`src/rtl/fbf_pkg.sv`:
```
package fbf_pkg;

  // Strobes from the control FSM to the datapath
  typedef struct packed {
    logic startFrame;   // enable from idle: load working set, select buffer 0
    logic nextFrame;    // last burst accepted: load working set, step to next buffer
    logic advance;      // any burst accepted: move the address pointer
  } fbfStrobes_t;

  localparam int NUM_BUF   = 2;
  localparam int REG_IDX_W = 3;
  localparam int LEN_W     = 5;
  localparam int CODE_W    = 3;

  localparam logic [REG_IDX_W-1:0] IDX_CTRL = 3'd0;

  // Burst code to word count; codes above 4 saturate at 16 words
  function automatic logic [LEN_W-1:0] burstWords(input logic [CODE_W-1:0] code);
    logic [LEN_W-1:0] w;
    case (code)
      3'd0:    w = 5'd1;
      3'd1:    w = 5'd2;
      3'd2:    w = 5'd4;
      3'd3:    w = 5'd8;
      default: w = 5'd16;
    endcase
    return w;
  endfunction

endpackage

```
`src/rtl/fbf_desc.sv`:
```
// One frame-buffer descriptor: shadow start/end plus working end address
module fbf_desc #(
  parameter int ADDR_W = 32
) (
  input  logic              clk,
  input  logic              rstN,
  input  logic              wrStart,
  input  logic              wrEnd,
  input  logic [ADDR_W-1:0] wrData,
  input  logic              load,
  output logic [ADDR_W-1:0] shStart,
  output logic [ADDR_W-1:0] actEnd
);

  logic [ADDR_W-1:0] shEnd;

  always_ff @(posedge clk) begin
    if (!rstN) begin
      shStart <= '0;
      shEnd   <= '0;
    end else begin
      if (wrStart) shStart <= wrData;
      if (wrEnd)   shEnd   <= wrData;
    end
  end

  // working copy is refreshed only at a frame boundary
  always_ff @(posedge clk) begin
    if (!rstN)     actEnd <= '0;
    else if (load) actEnd <= shEnd;
  end

endmodule

```
`src/rtl/fbf_dpath.sv`:
```
module fbf_dpath
  import fbf_pkg::*;
#(
  parameter int ADDR_W    = 32,
  parameter int FREE_W    = 8,
  parameter int THR_SHIFT = 2
) (
  input  logic                 clk,
  input  logic                 rstN,
  input  logic                 regWrEn,
  input  logic [REG_IDX_W-1:0] regIdx,
  input  logic [ADDR_W-1:0]    regWrData,
  input  fbfStrobes_t          strb,
  input  logic [FREE_W-1:0]    fifoFree,
  output logic                 enable,
  output logic                 roomOk,
  output logic                 lastBurst,
  output logic [ADDR_W-1:0]    reqAddr,
  output logic [LEN_W-1:0]     reqLen
);

  localparam int BUF_W = (NUM_BUF > 1) ? $clog2(NUM_BUF) : 1;
  localparam int LVL_W = CODE_W + THR_SHIFT;
  localparam int CMP_W = (FREE_W > LVL_W) ? FREE_W : LVL_W;

  logic [CODE_W-1:0] shCode, shThr, actCode, actThr;
  logic [ADDR_W-1:0] shStartArr [NUM_BUF];
  logic [ADDR_W-1:0] actEndArr  [NUM_BUF];
  logic [BUF_W-1:0]  bufSel, bufNext;
  logic [ADDR_W-1:0] curAddr;
  logic              loadSet;

  assign loadSet = strb.startFrame | strb.nextFrame;

  // control word shadow; enable acts at once, the fields wait for a frame start
  always_ff @(posedge clk) begin
    if (!rstN) begin
      enable <= 1'b0;
      shCode <= '0;
      shThr  <= '0;
    end else if (regWrEn && regIdx == IDX_CTRL) begin
      enable <= regWrData[0];
      shCode <= regWrData[6:4];
      shThr  <= regWrData[10:8];
    end
  end

  always_ff @(posedge clk) begin
    if (!rstN) begin
      actCode <= '0;
      actThr  <= '0;
    end else if (loadSet) begin
      actCode <= shCode;
      actThr  <= shThr;
    end
  end

  // descriptors: buffer b lives at indices 1+2b (start) and 2+2b (end)
  for (genvar b = 0; b < NUM_BUF; b++) begin : gDesc
    fbf_desc #(.ADDR_W(ADDR_W)) uDesc (
      .clk     (clk),
      .rstN    (rstN),
      .wrStart (regWrEn && regIdx == REG_IDX_W'(1 + 2*b)),
      .wrEnd   (regWrEn && regIdx == REG_IDX_W'(2 + 2*b)),
      .wrData  (regWrData),
      .load    (loadSet),
      .shStart (shStartArr[b]),
      .actEnd  (actEndArr[b])
    );
  end

  assign bufNext = (bufSel == BUF_W'(NUM_BUF - 1)) ? '0 : bufSel + 1'b1;

  always_ff @(posedge clk) begin
    if (!rstN) begin
      bufSel  <= '0;
      curAddr <= '0;
    end else if (strb.startFrame) begin
      bufSel  <= '0;
      curAddr <= shStartArr[0];
    end else if (strb.nextFrame) begin
      bufSel  <= bufNext;
      curAddr <= shStartArr[bufNext];
    end else if (strb.advance) begin
      curAddr <= curAddr + ADDR_W'({reqLen, 2'b00});
    end
  end

  // burst length: programmed size, cut short at the end address
  logic [ADDR_W-1:0] bytesLeft, burstBytes;
  logic [LEN_W-1:0]  burstW;
  logic              shortBurst;

  assign burstW     = burstWords(actCode);
  assign burstBytes = ADDR_W'({burstW, 2'b00});
  assign bytesLeft  = actEndArr[bufSel] - curAddr;
  assign shortBurst = bytesLeft < burstBytes;
  assign reqLen     = shortBurst ? bytesLeft[LEN_W+1:2] : burstW;
  assign lastBurst  = bytesLeft <= burstBytes;
  assign reqAddr    = curAddr;

  // FIFO room: free level must exceed the level code scaled by 2^THR_SHIFT
  logic [LVL_W-1:0] level;
  assign level  = LVL_W'(actThr) << THR_SHIFT;
  assign roomOk = CMP_W'(fifoFree) > CMP_W'(level);

  AST_ADDR_FORWARD: assert property (@(posedge clk) disable iff (!rstN)
    strb.advance && !strb.nextFrame |=> curAddr > $past(curAddr));

endmodule

```
`src/rtl/fbf_ctrl.sv`:
```
module fbf_ctrl
  import fbf_pkg::*;
(
  input  logic        clk,
  input  logic        rstN,
  input  logic        enable,
  input  logic        roomOk,
  input  logic        lastBurst,
  input  logic        reqAck,
  output fbfStrobes_t strb,
  output logic        reqValid,
  output logic        frameEnd
);

  typedef enum logic [1:0] {ST_IDLE, ST_WAIT, ST_REQ} fetchState_t;

  fetchState_t state, stateNext;

  always_comb begin
    strb      = '0;
    stateNext = state;
    case (state)
      ST_IDLE: begin
        if (enable) begin
          strb.startFrame = 1'b1;
          stateNext       = ST_WAIT;
        end
      end
      ST_WAIT: begin
        if (!enable)     stateNext = ST_IDLE;
        else if (roomOk) stateNext = ST_REQ;
      end
      ST_REQ: begin
        if (reqAck) begin
          strb.advance   = 1'b1;
          strb.nextFrame = lastBurst;
          stateNext      = enable ? ST_WAIT : ST_IDLE;
        end
      end
      default: stateNext = ST_IDLE;
    endcase
  end

  always_ff @(posedge clk) begin
    if (!rstN) begin
      state    <= ST_IDLE;
      frameEnd <= 1'b0;
    end else begin
      state    <= stateNext;
      frameEnd <= (state == ST_REQ) && reqAck && lastBurst;
    end
  end

  assign reqValid = (state == ST_REQ);

  AST_HOLD_UNTIL_ACK: assert property (@(posedge clk) disable iff (!rstN)
    reqValid && !reqAck |=> reqValid);
  AST_ROOM_BEFORE_REQ: assert property (@(posedge clk) disable iff (!rstN)
    $rose(reqValid) |-> $past(roomOk));
  AST_EOF_ONE_CYCLE: assert property (@(posedge clk) disable iff (!rstN)
    frameEnd |=> !frameEnd);
  AST_EOF_NO_REQ: assert property (@(posedge clk) disable iff (!rstN)
    frameEnd |-> !reqValid);

endmodule

```
`src/rtl/fb_fetch_seq.sv`:
```
module fb_fetch_seq
  import fbf_pkg::*;
#(
  parameter int ADDR_W    = 32,
  parameter int FREE_W    = 8,
  parameter int THR_SHIFT = 2
) (
  input  logic              clk,
  input  logic              rstN,
  input  logic              regWrEn,
  input  logic [2:0]        regIdx,
  input  logic [ADDR_W-1:0] regWrData,
  output logic              reqValid,
  output logic [ADDR_W-1:0] reqAddr,
  output logic [4:0]        reqLen,
  input  logic              reqAck,
  input  logic [FREE_W-1:0] fifoFree,
  output logic              frameEnd
);

  fbfStrobes_t strb;
  logic        enable, roomOk, lastBurst;

  fbf_ctrl uCtrl (
    .clk       (clk),
    .rstN      (rstN),
    .enable    (enable),
    .roomOk    (roomOk),
    .lastBurst (lastBurst),
    .reqAck    (reqAck),
    .strb      (strb),
    .reqValid  (reqValid),
    .frameEnd  (frameEnd)
  );

  fbf_dpath #(
    .ADDR_W    (ADDR_W),
    .FREE_W    (FREE_W),
    .THR_SHIFT (THR_SHIFT)
  ) uDpath (
    .clk       (clk),
    .rstN      (rstN),
    .regWrEn   (regWrEn),
    .regIdx    (regIdx),
    .regWrData (regWrData),
    .strb      (strb),
    .fifoFree  (fifoFree),
    .enable    (enable),
    .roomOk    (roomOk),
    .lastBurst (lastBurst),
    .reqAddr   (reqAddr),
    .reqLen    (reqLen)
  );

  AST_LEN_LEGAL: assert property (@(posedge clk) disable iff (!rstN)
    reqValid |-> (reqLen >= 5'd1 && reqLen <= 5'd16));

endmodule

```
`config.mk`:
```
export PLATFORM = sky130hd
export DESIGN_NAME = fb_fetch_seq
export DESIGN_NICKNAME = d
export VERILOG_FILES = /design/src/rtl/fbf_pkg.sv /design/src/rtl/fbf_desc.sv /design/src/rtl/fbf_dpath.sv /design/src/rtl/fbf_ctrl.sv /design/src/rtl/fb_fetch_seq.sv
export SDC_FILE = /design/constraint.sdc
export NUM_CORES = 1
export LEC_CHECK = 0
export BUFFER_PORTS_ARGS = -buffer_cell sky130_fd_sc_hd__buf_2
export CORE_UTILIZATION = 50
export DETAILED_ROUTE_END_ITERATION = 16
export PLACE_DENSITY = 0.78
export SLEW_MARGIN = 30
export SYNTH_ARGS = -nofsm -noshare
export SYNTH_HDL_FRONTEND = slang
export SYNTH_SLANG_ARGS = --single-unit
```
`constraint.sdc`:
```
create_clock -name clk -period 8.5 [get_ports clk]
set_input_delay 2.55 -clock clk [delete_from_list [all_inputs] [get_ports clk]]
set_output_delay 2.55 -clock clk [all_outputs]
set_load 0.02 [all_outputs]
```
# Yosys cells after proc, flatten, opt, wreduce, memory -nomap -nowiden

Cells that the tools add are included.

Register bits: 241
Word-level logic and storage cells: 74

Magnitude comparators: 5
Reduce and logical (&&, ||, !) cells: 13
Equality and inequality tests: 12
Bitwise gates (word level): 4
Add/subtract/negate cells: 3
Multiplexer cells: 22

Operator list:

| kind               | number |
|---|---|
| $mux 32            | 9 |
| $add 32x7->32      | 1 |
| $le 32x7->1        | 1 |
| $lt 32x7->1        | 1 |
| $sub 32x32->32     | 1 |
| $pmux 5 s4         | 1 |
| $eq 3x2->1 const B | 4 |
| $mux 2             | 6 |
| $gt 8x5->1         | 1 |
| $logic_and 1x1->1  | 7 |
| $eq 3x1->1 const B | 2 |
| $logic_not 3->1    | 2 |
| $pmux 2 s3         | 1 |
| $mux 5             | 1 |
| $ge 2x2->1 const B | 2 |
| $mux 1             | 4 |
| $ne 2x1->1 const B | 2 |
| $not 1->2          | 2 |
| $eq 3x3->1 const B | 1 |
| $ne 3x3->1 const B | 1 |
| $reduce_and 3->1   | 1 |
| $reduce_bool 3->1  | 1 |
| $eq 2x1->1 const B | 1 |
| $eq 2x2->1 const B | 1 |
| 5 further kinds    | 5 |

# Depth between registers and ports, before layout

Gate-level depths: netlist of the first run.

Depth in word-level cells: 11
Mapped depth: 30
Gate-level depth less buffers: 28

# Cells and area by module

A second synthesis of the first run with hierarchy kept.

Cell total of the unflattened synthesis: 1461
Area, all modules: 13640.6 um^2

Modules (own cells, without submodules):

| module    | seq. area each (um^2) | times used | cells an instance | area each (um^2) |
|---|---|---|---|---|
| fbf_desc  | 1921.8                | 2          | 310               | 3752.3 |
| fbf_dpath | 920.9                 | 1          | 827               | 5985.7 |
| fbf_ctrl  | 60.1                  | 1          | 14                | 150.1 |

# Worst setup path after synthesis of the first run

OpenSTA, ideal clock, no wires.

Kind: register to output
Start point: reg uDpath.bufSel
End point: out reqLen[0]
Path slack: 1.169 ns
Arrival: 4.781 ns
Stages on the path, launching flop included: 16
Required time: 5.950 ns
Cells stage by stage: dfxtp_1 > buf_1 > buf_1 > mux2_2 > ha_1 > buf_4 > a21oi_1 > o21a_1 > o2bb2ai_1 > or4_1 > or4_1 > nor4_1 > and4b_1 > nand4_1 > nor4_4 > mux2i_1

Longest elaborated chain between the ends: 7

RTL lines:

| element                                        | RTL line           | text |
|---|---|---|
| from (decl)                                    | fbf_dpath.sv:29    | `logic [BUF_W-1:0] bufSel, bufNext;` |
| from (signal assigned)                         | fbf_dpath.sv:82    | `bufSel <= bufNext;` |
| $not 1->2 (not written as such) (*)            | fbf_dpath.sv:96    | `assign bytesLeft = actEndArr[bufSel] - curAddr;` |
| $mux 32 (not written as such) (*) (3 in a row) | fbf_dpath.sv:96    |  |
| $sub 32x32->32 (*)                             | fbf_dpath.sv:96    |  |
| $lt 32x7->1                                    | fbf_dpath.sv:97    | `assign shortBurst = bytesLeft < burstBytes;` |
| $mux 5 (*)                                     | fbf_dpath.sv:98    | `assign reqLen = shortBurst ? bytesLeft[LEN_W+1:2] : burstW;` |
| to (decl)                                      | fb_fetch_seq.sv:15 | `output logic [4:0] reqLen,` |

Mark *: on every way between the ends. The rest lies on a longest branch, timed or not. The select of a mux whose other input is x is not followed.

# Worst setup path after layout of the first run

Start point: reg uDpath.bufSel
End point: out reqLen[4]

The elaborated chain is that of the path after synthesis.

==> impl_metrics.json, run 1 <==
{
  "synth-warning-count": 0,
  "place_worst_setup_slack_ns": 0.9320,
  "post_cts_resized": 0,
  "worstSkewPairLatency_ns": 0.53,
  "worst_slew_pin_slew_ns": 1.018,
  "grt_max_degree": 137,
  "power.total_uw": 2502,
  "ir_drop_v": 0.0001067,
  "rows": 59,
  "synth_common_cells": "nand2_1, a21oi_1, dfxtp_1, clkbuf_1, o21ai_1",
  "hold_viol": 0,
  "synth_top_area_frac": 0.3591,
  "first_global_vias": 11960,
  "cts_buffers": 25,
  "antenna_found_initial": 0,
  "synth_xor_area_frac": 0.02608,
  "maxSlewViolCount": 0,
  "die_height_um": 165.9,
  "grt_overflow": 0,
  "r2r_start": "uDpath.bufSel",
  "hold_class": "reg2reg",
  "yosysMostFrequentCell": "nand2_1",
  "cp-start-kind": "register",
  "synth-async-reset-ratio": 0,
  "initial_core_util": 0.5127,
  "cts_tree": "built",
  "slew_headroom": 0.3207,
  "clockBufferDepth": 3,
  "postCtsSetupBuffers": 0,
  "dpl_cell_area_um2": 13870,
  "cp.required_ns": 5.95,
  "core-area_um2": 26210,
  "syn_area_um2": 13440,
  "violations": "DRC",
  "vias": 12790,
  "yosys.area_share.simple": 0.2221,
  "final_nets": 1806,
  "p_leak_uw": 0.005535,
  "ctsHoldBuffers": 0,
  "clock.fmax_mhz": 122.9,
  "ys_seq_elements": 241,
  "startpoint": "uDpath.bufSel",
  "wire_per_inst_um": 20.43,
  "yosysTopAreaCell": "dfxtp_1",
  "synth_top_family_by_area": "compound AO/OA/AOI/OAI gates",
  "end_kind": "primary output",
  "drtAntennaViolNets": 0,
  "syn_area_per_cell_um2": 7.848,
  "grt_use_met1": 0.4441,
  "die-area_um2": 27530,
  "rsz0062_at_grt": "no",
  "max-cap-violations": 0,
  "grt_usage": 0.2990,
  "grt_pass1_wl_um": 66610,
  "die_w_um": 165.9,
  "layout-drive-gt1-share": 0.1415,
  "fin_crit_ns": 8.137,
  "clk_pin_slew_worst_paths_ns": 0.07,
  "numPortBuffers": 85,
  "setup_ws_ns": 0.3633,
  "drt_iter0_markers": 1220,
  "design_area_um2": 14760,
  "clock_sinks": 241,
  "syn_nets": 1805,
  "drc": 4,
  "clock-root-buffer": "clkbuf_16",
  "setup_tns_ns": 0,
  "finalCritPeriodShare": 0.9573,
  "gr-max-usage-layer": "met2",
  "yosys.area_share.adder": 0.04396,
  "worstHoldStart": "uDpath.gDesc[1].uDesc.shEnd[25]",
  "ys_seq_area_frac": 0.3591,
  "totalWireLength_um": 42200,
  "final-setup-viol-count": 0,
  "synth_edf_count": 0,
  "status": "finished, violations left",
  "use_met2": 0.4612,
  "gp_congestion": 1.097,
  "met3_usage": 0.03575,
  "ctsHtreeMaxLevel": 1,
  "dr.pass1.iters": 13,
  "worstPathMaxFanout": 27,
  "area_growth_pct": 9.872,
  "cellPowerDensity_nw_per_um2": 169.5,
  "fin_skew_ns": 0.01715,
  "arrival_ns": 5.59,
  "ios": 86,
  "dp_hpwl_um": 28690,
  "antenna_cells": 0,
  "synthMuxAreaShare": 0.06361,
  "synthCells": 1712,
  "worstSetupPathType": "reg2out",
  "synth_top_flop_cell": "dfxtp_1",
  "synth_compound_area_frac": 0.2258,
  "ys_types": 83,
  "yosys-top-cells-area": "dfxtp_1, nand2_1, a21oi_1",
  "detail_route.vias_per_cell": 6.189
}
critical path: stages, from the launching register on:
cell       delay (ns)
dfxtp_4          0.61
buf_4            0.36
mux2_2           0.39
ha_1             0.39
a21oi_2          0.31
o211ai_1         0.16
a31o_1           0.26
or2_1            0.34
a2111oi_0        0.49
a311oi_1         0.18
o21ba_2          0.31
nand4_1          0.12
nor4_4           0.56
mux2_1           0.41
buf_2            0.18
final timing paths:
check                                          to  slack [ns]  cells past startpoint
setup / recovery                        reqLen[4]        0.36                     14
hold / removal    uDpath.gDesc[1].uDesc.shEnd[25]        0.45                      2
setup reg to reg               uDpath.reqAddr[28]        1.01                     26
hold reg to reg   uDpath.gDesc[1].uDesc.shEnd[25]        0.45                      2
layer usage:
layer  share of wire  up-vias  wire (um)
met5               0        -          0
met4           0.015        0        646
met3           0.088       59       3733
met2            0.44      569      18530
met1            0.46     6127      19290
li1                -     6032          -
stage by stage:
stage                 util  hold slack, ns  cells
finish              0.5633          0.4523   2066
global route        0.5633          0.4684   2066
CTS                 0.5630          0.4532   2066
detailed placement  0.5294          0.4449   2021
global placement    0.5294          0.4403   2021
floorplan                -          0.4321   1712
logic make-up (layout without fill, tap and decap cells):
| logic type | Yosys count | in the layout |
|---|---|---|
| AO/OA/AOI/OAI | 498 | 498 |
| XOR/XNOR | 40 | 40 |
| adder cells (fa/ha/maj) | 46 | 46 |
| buffers and inverters | 185 | 204 |
| flip-flops | 241 | 241 |
| multiplexers | 81 | 81 |
| AND/OR/NAND/NOR | 621 | 621 |
where the power goes:
group / internal (uW) / switching [uW]
sequential: 1140 / 8.46
combinational: 56.6 / 119
clock: 706 / 470
total: 1910 / 597
placed cells by master, fill, tap and decap left out, drive strengths merged, types with 20 or more instances in the layout:
cell type	count
ha	44
buf	101
nor2	36
mux2	35
dfxtp	241
nand3	89
a32o	25
a21oi	250
clkbuf	32
xnor2	34
nor3	23
a22o	25
inv	59
nand2	378
nand4	20
o21ai	105
mux2i	46
sequential cells by signal, summed over array words and instances (netlist names):
register                    count
uDpath.reqAddr                 32
uCtrl.frameEnd                  1
uDpath.shCode                   3
uCtrl.state                     2
uDpath.gDesc.uDesc.shEnd       64
uDpath.actThr                   3
uDpath.gDesc.uDesc.shStart     64
uDpath.gDesc.uDesc.actEnd      64
uDpath.enable                   1
uDpath.shThr                    3
uDpath.actCode                  3
uDpath.bufSel                   1
area by class of cell:
type	count	area [um2]
Clock inverter	13	178.9
Timing Repair Buffer	101	549.3
Inverter	58	225.2
Fill cell	2409	11440
Clock buffer	32	701.9
Sequential cell	241	4828
Multi-Input combinational cell	1286	7859
Tap cell	335	419.2
Note: power is estimated with default switching activity, not from simulation.
==> run 2, diff against run 1 <==
- CORE_UTILIZATION: 50 -> 62
- PLACE_DENSITY: 0.78 -> 0.91
==> run 2 against run 1 <==
The run now ends clean. Global-route usage increased by 8.1 points. Non-clock buffer count grew 4. Utilization grew 13 points.
==> impl_metrics.json, run 2 (same netlist as run 1, synthesis figures left out) <==
{
  "worstSetupPathType": "reg2out",
  "cellPowerDensity_nw_per_um2": 165.1,
  "worstPathMaxFanout": 36,
  "drc": 0,
  "cts_tree": "built",
  "ctsHtreeMaxLevel": 1,
  "area_growth_pct": 9.350,
  "worstHoldStart": "uDpath.gDesc[1].uDesc.shStart[7]",
  "layout-drive-gt1-share": 0.1419,
  "max-cap-violations": 0,
  "dp_hpwl_um": 28880,
  "cts_buffers": 24,
  "clock_sinks": 241,
  "status": "complete, no violations",
  "max_stage_delay_ns": 0.79,
  "p_leak_uw": 0.005542,
  "ctsHoldBuffers": 0,
  "first_global_vias": 12440,
  "gp_congestion": 1.027,
  "die_height_um": 149.2,
  "startpoint": "uDpath.bufSel",
  "cp_slowest_cell": "dfxtp_4",
  "setup_tns_ns": 0,
  "p_sw_uw": 600.6,
  "worst_slew_pin_slew_ns": 0.9987,
  "numPortBuffers": 85,
  "final_cell_mix": "nand2_1, a21oi_1, dfxtp_1",
  "drtAntennaViolNets": 0,
  "antenna_found_initial": 0,
  "critPathTopFamily": "simple AND/OR/NAND/NOR gates",
  "finalCritPeriodShare": 0.9765,
  "internal_power_uw": 1826,
  "die_w_um": 149.2,
  "clockBufferDepth": 3,
  "grt_max_degree": 138,
  "drt_iter0_markers": 1424,
  "clk_pin_slew_worst_paths_ns": 0.06,
  "core-area_um2": 21150,
  "clock.fmax_mhz": 120.5,
  "fin_crit_ns": 8.300,
  "grt_overflow": 0,
  "dr.pass1.iters": 8,
  "layout_commonest_cell": "nand2_1",
  "timing.hold.ws_ns": 0.4551,
  "vias": 13200,
  "final-setup-viol-count": 0,
  "worstPathCellList": "mux2_2 -> ha_1 -> o21ai_1 -> a21oi_1 -> o221ai_1 -> or4_1 -> or4_1 -> nor4_1 -> and4b_1 -> nand4_1 -> nor4_4 -> mux2_1 -> buf_2",
  "wire_per_inst_um": 21.34,
  "p_seq_frac": 0.475,
  "cpMostUsedCell": "or4_1",
  "ios": 86,
  "ir_drop_v": 0.0001835,
  "postCtsSetupBuffers": 0,
  "p_sw_frac": 0.2475,
  "r2r_start": "uDpath.bufSel",
  "grt_usage": 0.3797,
  "final_nets": 1809,
  "power_frac_comb": 0.075,
  "rsz0062_at_grt": "no",
  "grt_pass1_wl_um": 66560,
  "top_regs": "uDpath.gDesc.uDesc.actEnd: 64 flops, uDpath.gDesc.uDesc.shEnd: 64 flops, uDpath.gDesc.uDesc.shStart: 64 flops",
  "power.total_uw": 2426,
  "maxSlewViolCount": 0,
  "end_kind": "primary output",
  "cp.required_ns": 5.95,
  "hold_class": "reg2reg",
  "die-area_um2": 22260,
  "rows": 53,
  "critical_path_buf_inv_count": 1,
  "fin_skew_ns": 0.02017,
  "clock-root-buffer": "clkbuf_16",
  "totalWireLength_um": 42870,
  "slew_headroom": 0.3342,
  "hold_viol": 0,
  "antenna_cells": 0,
  "worstSkewPairLatency_ns": 0.55,
  "initial_core_util": 0.6351,
  "p_clk_frac": 0.451,
  "detail_route.vias_per_cell": 6.569,
  "post_cts_resized": 0,
  "arrival_ns": 5.75,
  "cp-start-kind": "register"
}
[run 2: cell types whose count changed in the layout (fill, tap and decap cells not counted), moves of 2 or more]
cell,delta
bufinv_16,-3
clkbuf_1,+2
clkbuf_8,+3
clkinvlp_4,-3
[run 2: worst paths after layout]
kind                                                    endpoint  slack [ns]  cells past startpoint
worst max register to register                uDpath.reqAddr[28]        0.76                     25
worst max-delay path                                   reqLen[4]        0.20                     13
worst min register to register  uDpath.gDesc[1].uDesc.shStart[7]        0.46                      2
worst min-delay path            uDpath.gDesc[1].uDesc.shStart[7]        0.46                      2
[run 2: power groups by stage]
stage,clock [uW],sequential (uW),combinational (uW)
6_report,1090,1150,181
5_1_grt,1140,1150,192
4_1_cts,1090,1150,175
3_5_place_dp,0,1180,174
3_3_place_gp,0,1180,172
2_1_floorplan,0,1170,111
[run 2: metal layers]
metal	global-route usage	up-vias	share of wire
met1	0.5247	6294	0.42
met2	0.5895	757	0.44
met4	0.1071	0	0.026
met5	0	-	0
li1	-	6040	-
met3	0.08746	107	0.11
[run 2: area by class of cell]
| class | instances | area [um2] |
|---|---|---|
| fillers | 1649 | 6462 |
| flip-flops and latches | 241 | 4828 |
| multi-input cells | 1286 | 7859 |
| clock inverters | 8 | 93.84 |
| repair buffers | 105 | 615.6 |
| clock buffers | 36 | 725.7 |
| inverters | 58 | 225.2 |
| well taps | 275 | 344.1 |
[run 2: per-stage QoR]
stage | worst slack, ns | utilization | instance area [um2] | instances
finish | 0.2001 | 0.6945 | 14690 | 2009
CTS | 0.3231 | 0.6924 | 14650 | 2007
global route | 0.02376 | 0.6945 | 14690 | 2009
global placement | 0.9340 | 0.6536 | 13830 | 1963
floorplan | 1.169 | - | 13440 | 1712
detailed placement | 0.8898 | 0.6536 | 13830 | 1963
[run 2: worst reg2reg max path, delay by kind of cell, from the launching register on]
kind            cells  cell delay (ns)
flops               1             0.79
simple gates       10             3.12
xor+xnor            1             0.18
buf+inv             2             0.13
fa+ha+maj           3             1.12
mux                 2             0.80
compound gates      7             1.47
==> run 3, diff against run 2 <==
--- a/config.mk
+++ b/config.mk
@@ -9,7 +9,8 @@
 export CORE_UTILIZATION = 62
 export DETAILED_ROUTE_END_ITERATION = 16
-export PLACE_DENSITY = 0.91
+export PLACE_DENSITY = 0.93
 export SLEW_MARGIN = 30
 export SYNTH_ARGS = -nofsm -noshare
 export SYNTH_HDL_FRONTEND = slang
+export SYNTH_HIERARCHICAL = 1
 export SYNTH_SLANG_ARGS = --single-unit
==> constraint.sdc (replaced) <==
create_clock -name clk -period 8.5 [get_ports clk]
set_input_delay 2.55 -clock clk [delete_from_list [all_inputs] [get_ports clk]]
set_output_delay 2.55 -clock clk [all_outputs]
set_load 0.005 [all_outputs]
==> run 3 against run 2 <==
Non-clock buffer count shrank 5. Synthesized cell count down 15%. Global-route usage decreased by 5.4 points. Wire length is 13% lower. Worst setup slack improved by 0.16 ns. Utilization is 0.91 points lower. Combinational power is 41% higher. Clock power barely moved. Worst hold slack improved by 0.014 ns. Sequential cell count stayed put.
==> impl_metrics.json, run 3 <==
{
  "antenna_found_initial": 1,
  "ir_drop_v": 0.0001632,
  "top_regs": "uDpath/gDesc.uDesc/actEnd: 64 flops, uDpath/gDesc.uDesc/shEnd: 64 flops, uDpath/gDesc.uDesc/shStart: 64 flops",
  "cp.depth": 14,
  "synth_top_area_frac": 0.3537,
  "syn_area_per_cell_um2": 9.336,
  "synth_common_cells": "dfxtp_1, mux2i_1, nor2b_1, nand2_1, o21ai_0",
  "cp_slowest_cell": "dfxtp_2",
  "totalWireLength_um": 37290,
  "setup_tns_ns": 0,
  "cp-start-kind": "register",
  "clk_pin_slew_worst_paths_ns": 0.06,
  "max_stage_delay_ns": 0.72,
  "ctsHtreeMaxLevel": 1,
  "slew_headroom": 0.3766,
  "post_cts_resized": 0,
  "worstPathMaxFanout": 29,
  "p_leak_uw": 0.005466,
  "worstSetupPathType": "reg2out",
  "synth_top_family_by_area": "simple AND/OR/NAND/NOR gates",
  "r2r_start": "uDpath/bufSel",
  "synth-async-reset-ratio": 0,
  "timing.rr.end": "uDpath/reqAddr[26]",
  "yosysMostFrequentCell": "dfxtp_1",
  "cpMostUsedCell": "nor4_1",
  "critical_path_buf_inv_count": 2,
  "syn_area_um2": 13640,
  "numPortBuffers": 85,
  "synthMuxAreaShare": 0.1843,
  "ys_types": 88,
  "yosys-top-cells-area": "dfxtp_1, mux2i_1, nor2b_1",
  "die-area_um2": 22600,
  "startpoint": "uDpath/bufSel",
  "ys_seq_elements": 241,
  "end_kind": "primary output",
  "initial_core_util": 0.6408,
  "synthCells": 1461,
  "final_cell_mix": "dfxtp_1, mux2i_1, nor2b_1",
  "maxSlewViolCount": 0,
  "drtAntennaViolNets": 0,
  "grt_max_degree": 121,
  "synth_edf_count": 0,
  "fin_crit_ns": 8.135,
  "final_nets": 1589,
  "dr.pass1.iters": 6,
  "postCtsSetupBuffers": 0,
  "layout-drive-gt1-share": 0.1324,
  "syn_nets": 1554,
  "rows": 53,
  "timing.reg2reg.setup_slack_ns": 0.75,
  "worstRegToRegCells": 25,
  "synth_xor_area_frac": 0.01734,
  "dp_hpwl_um": 24660,
  "timing.hold.ws_ns": 0.4692,
  "die_height_um": 150.3,
  "max-cap-violations": 0,
  "yosys.area_share.simple": 0.1963,
  "hold_class": "reg2reg",
  "final_util": 0.6854,
  "wire_per_inst_um": 20.87,
  "ys_seq_area_frac": 0.3537,
  "worstSkewPairLatency_ns": 0.53,
  "critPathCapture": "reqLen[4]",
  "vias": 11360,
  "clockBufferDepth": 3,
  "status": "complete, no violations",
  "synth_top_flop_cell": "dfxtp_1",
  "area_growth_pct": 6.953,
  "fin_skew_ns": 0.01169,
  "rsz0062_at_grt": "no",
  "core-area_um2": 21290,
  "hold_viol": 0,
  "worst_slew_pin_slew_ns": 0.9351,
  "gp_congestion": 0.9810,
  "clock_sinks": 241,
  "synth-warning-count": 6,
  "critPathTopFamily": "simple AND/OR/NAND/NOR gates",
  "yosys.area_share.adder": 0.04329,
  "detail_route.vias_per_cell": 6.354,
  "arrival_ns": 5.59,
  "cts_buffers": 25,
  "cellPowerDensity_nw_per_um2": 171.6,
  "first_global_vias": 11140,
  "layout_commonest_cell": "dfxtp_1",
  "clock-root-buffer": "clkbuf_16",
  "clock.fmax_mhz": 122.9,
  "grt_usage": 0.3252,
  "cts_tree": "built",
  "die_w_um": 150.3,
  "final-setup-viol-count": 0,
  "cp.required_ns": 5.95,
  "yosysTopAreaCell": "dfxtp_1",
  "grt_overflow": 0,
  "grt_pass1_wl_um": 58130,
  "drt_iter0_markers": 1012,
  "worstPathCellList": "buf_12 -> mux2_2 -> ha_1 -> nand2_1 -> o21ai_0 -> o21ai_1 -> o2bb2ai_1 -> nor4_1 -> nand4_1 -> nor4_1 -> nand4b_1 -> or4b_1 -> mux2_4 -> buf_2",
  "ctsHoldBuffers": 0,
  "ios": 86,
  "finalCritPeriodShare": 0.9571,
  "synth_compound_area_frac": 0.1340,
  "drc": 0
}
[run 3: metrics by stage]
step | power (uW) | instance area [um2] | setup slack (ns) | instances
2_1_floorplan | 1370 | 13640 | 1.326 | 1461
3_3_place_gp | 1425 | 13780 | 1.071 | 1744
3_5_place_dp | 1431 | 13790 | 1.032 | 1744
4_1_cts | 2502 | 14590 | 0.5047 | 1786
5_1_grt | 2572 | 14590 | 0.2224 | 1787
6_report | 2504 | 14590 | 0.3650 | 1787
[run 3: tightest hold or removal path: stages (launching register included)]
cell	delay (ns)
dfxtp_1	0.31
nand2_1	0.06
a21oi_1	0.06
[run 3: power breakdown]
part / internal (uW) / switching [uW] / leakage (uW) / total (uW)
Combinational: 112 / 143 / 0.00313 / 255
Clock: 637 / 453 / 0.000391 / 1090
Sequential: 1150 / 13.5 / 0.00195 / 1160
[run 3: cells by family after synthesis]
| logic type | after synthesis |
|---|---|
| AO/OA/AOI/OAI | 280 |
| XOR/XNOR | 27 |
| adder cells (fa/ha/maj) | 46 |
| buffers and inverters | 142 |
| flip-flops | 241 |
| multiplexers | 246 |
| AND/OR/NAND/NOR | 479 |
[run 3: worst min-delay path by stage]
| stage | slack, ns | cells after the start | start | end |
|---|---|---|---|---|
| floorplan | 0.44 | 2 | uDpath/shCode[1] | uDpath/actCode[1] |
| global placement | 0.45 | 2 | uDpath/shThr[1] | uDpath/actThr[1] |
| detailed placement | 0.46 | 2 | uDpath/shThr[0] | uDpath/actThr[0] |
| CTS | 0.47 | 2 | uDpath/shCode[1] | uDpath/actCode[1] |
| global route | 0.51 | 2 | uDpath/shThr[0] | uDpath/actThr[0] |
| finish | 0.47 | 2 | uDpath/shCode[1] | uDpath/actCode[1] |
[run 3: per-layer routing]
layer	global-route usage	vias up	routed length, um
li1	-	5205	-
met1	0.4106	5441	15120
met2	0.5514	599	17840
met3	0.05667	110	3090
met4	0.1232	0	1228
met5	0	-	0
[run 3: layout make-up]
class | instances | area (um2)
multi-input cells | 1078 | 7873
fillers | 1519 | 6698
flip-flops and latches | 241 | 4826
clock buffers | 39 | 758.2
repair buffers | 100 | 553.0
well taps | 275 | 344.1
inverters | 50 | 190.2
clock inverters | 3 | 42.54
diodes | 1 | 2.502
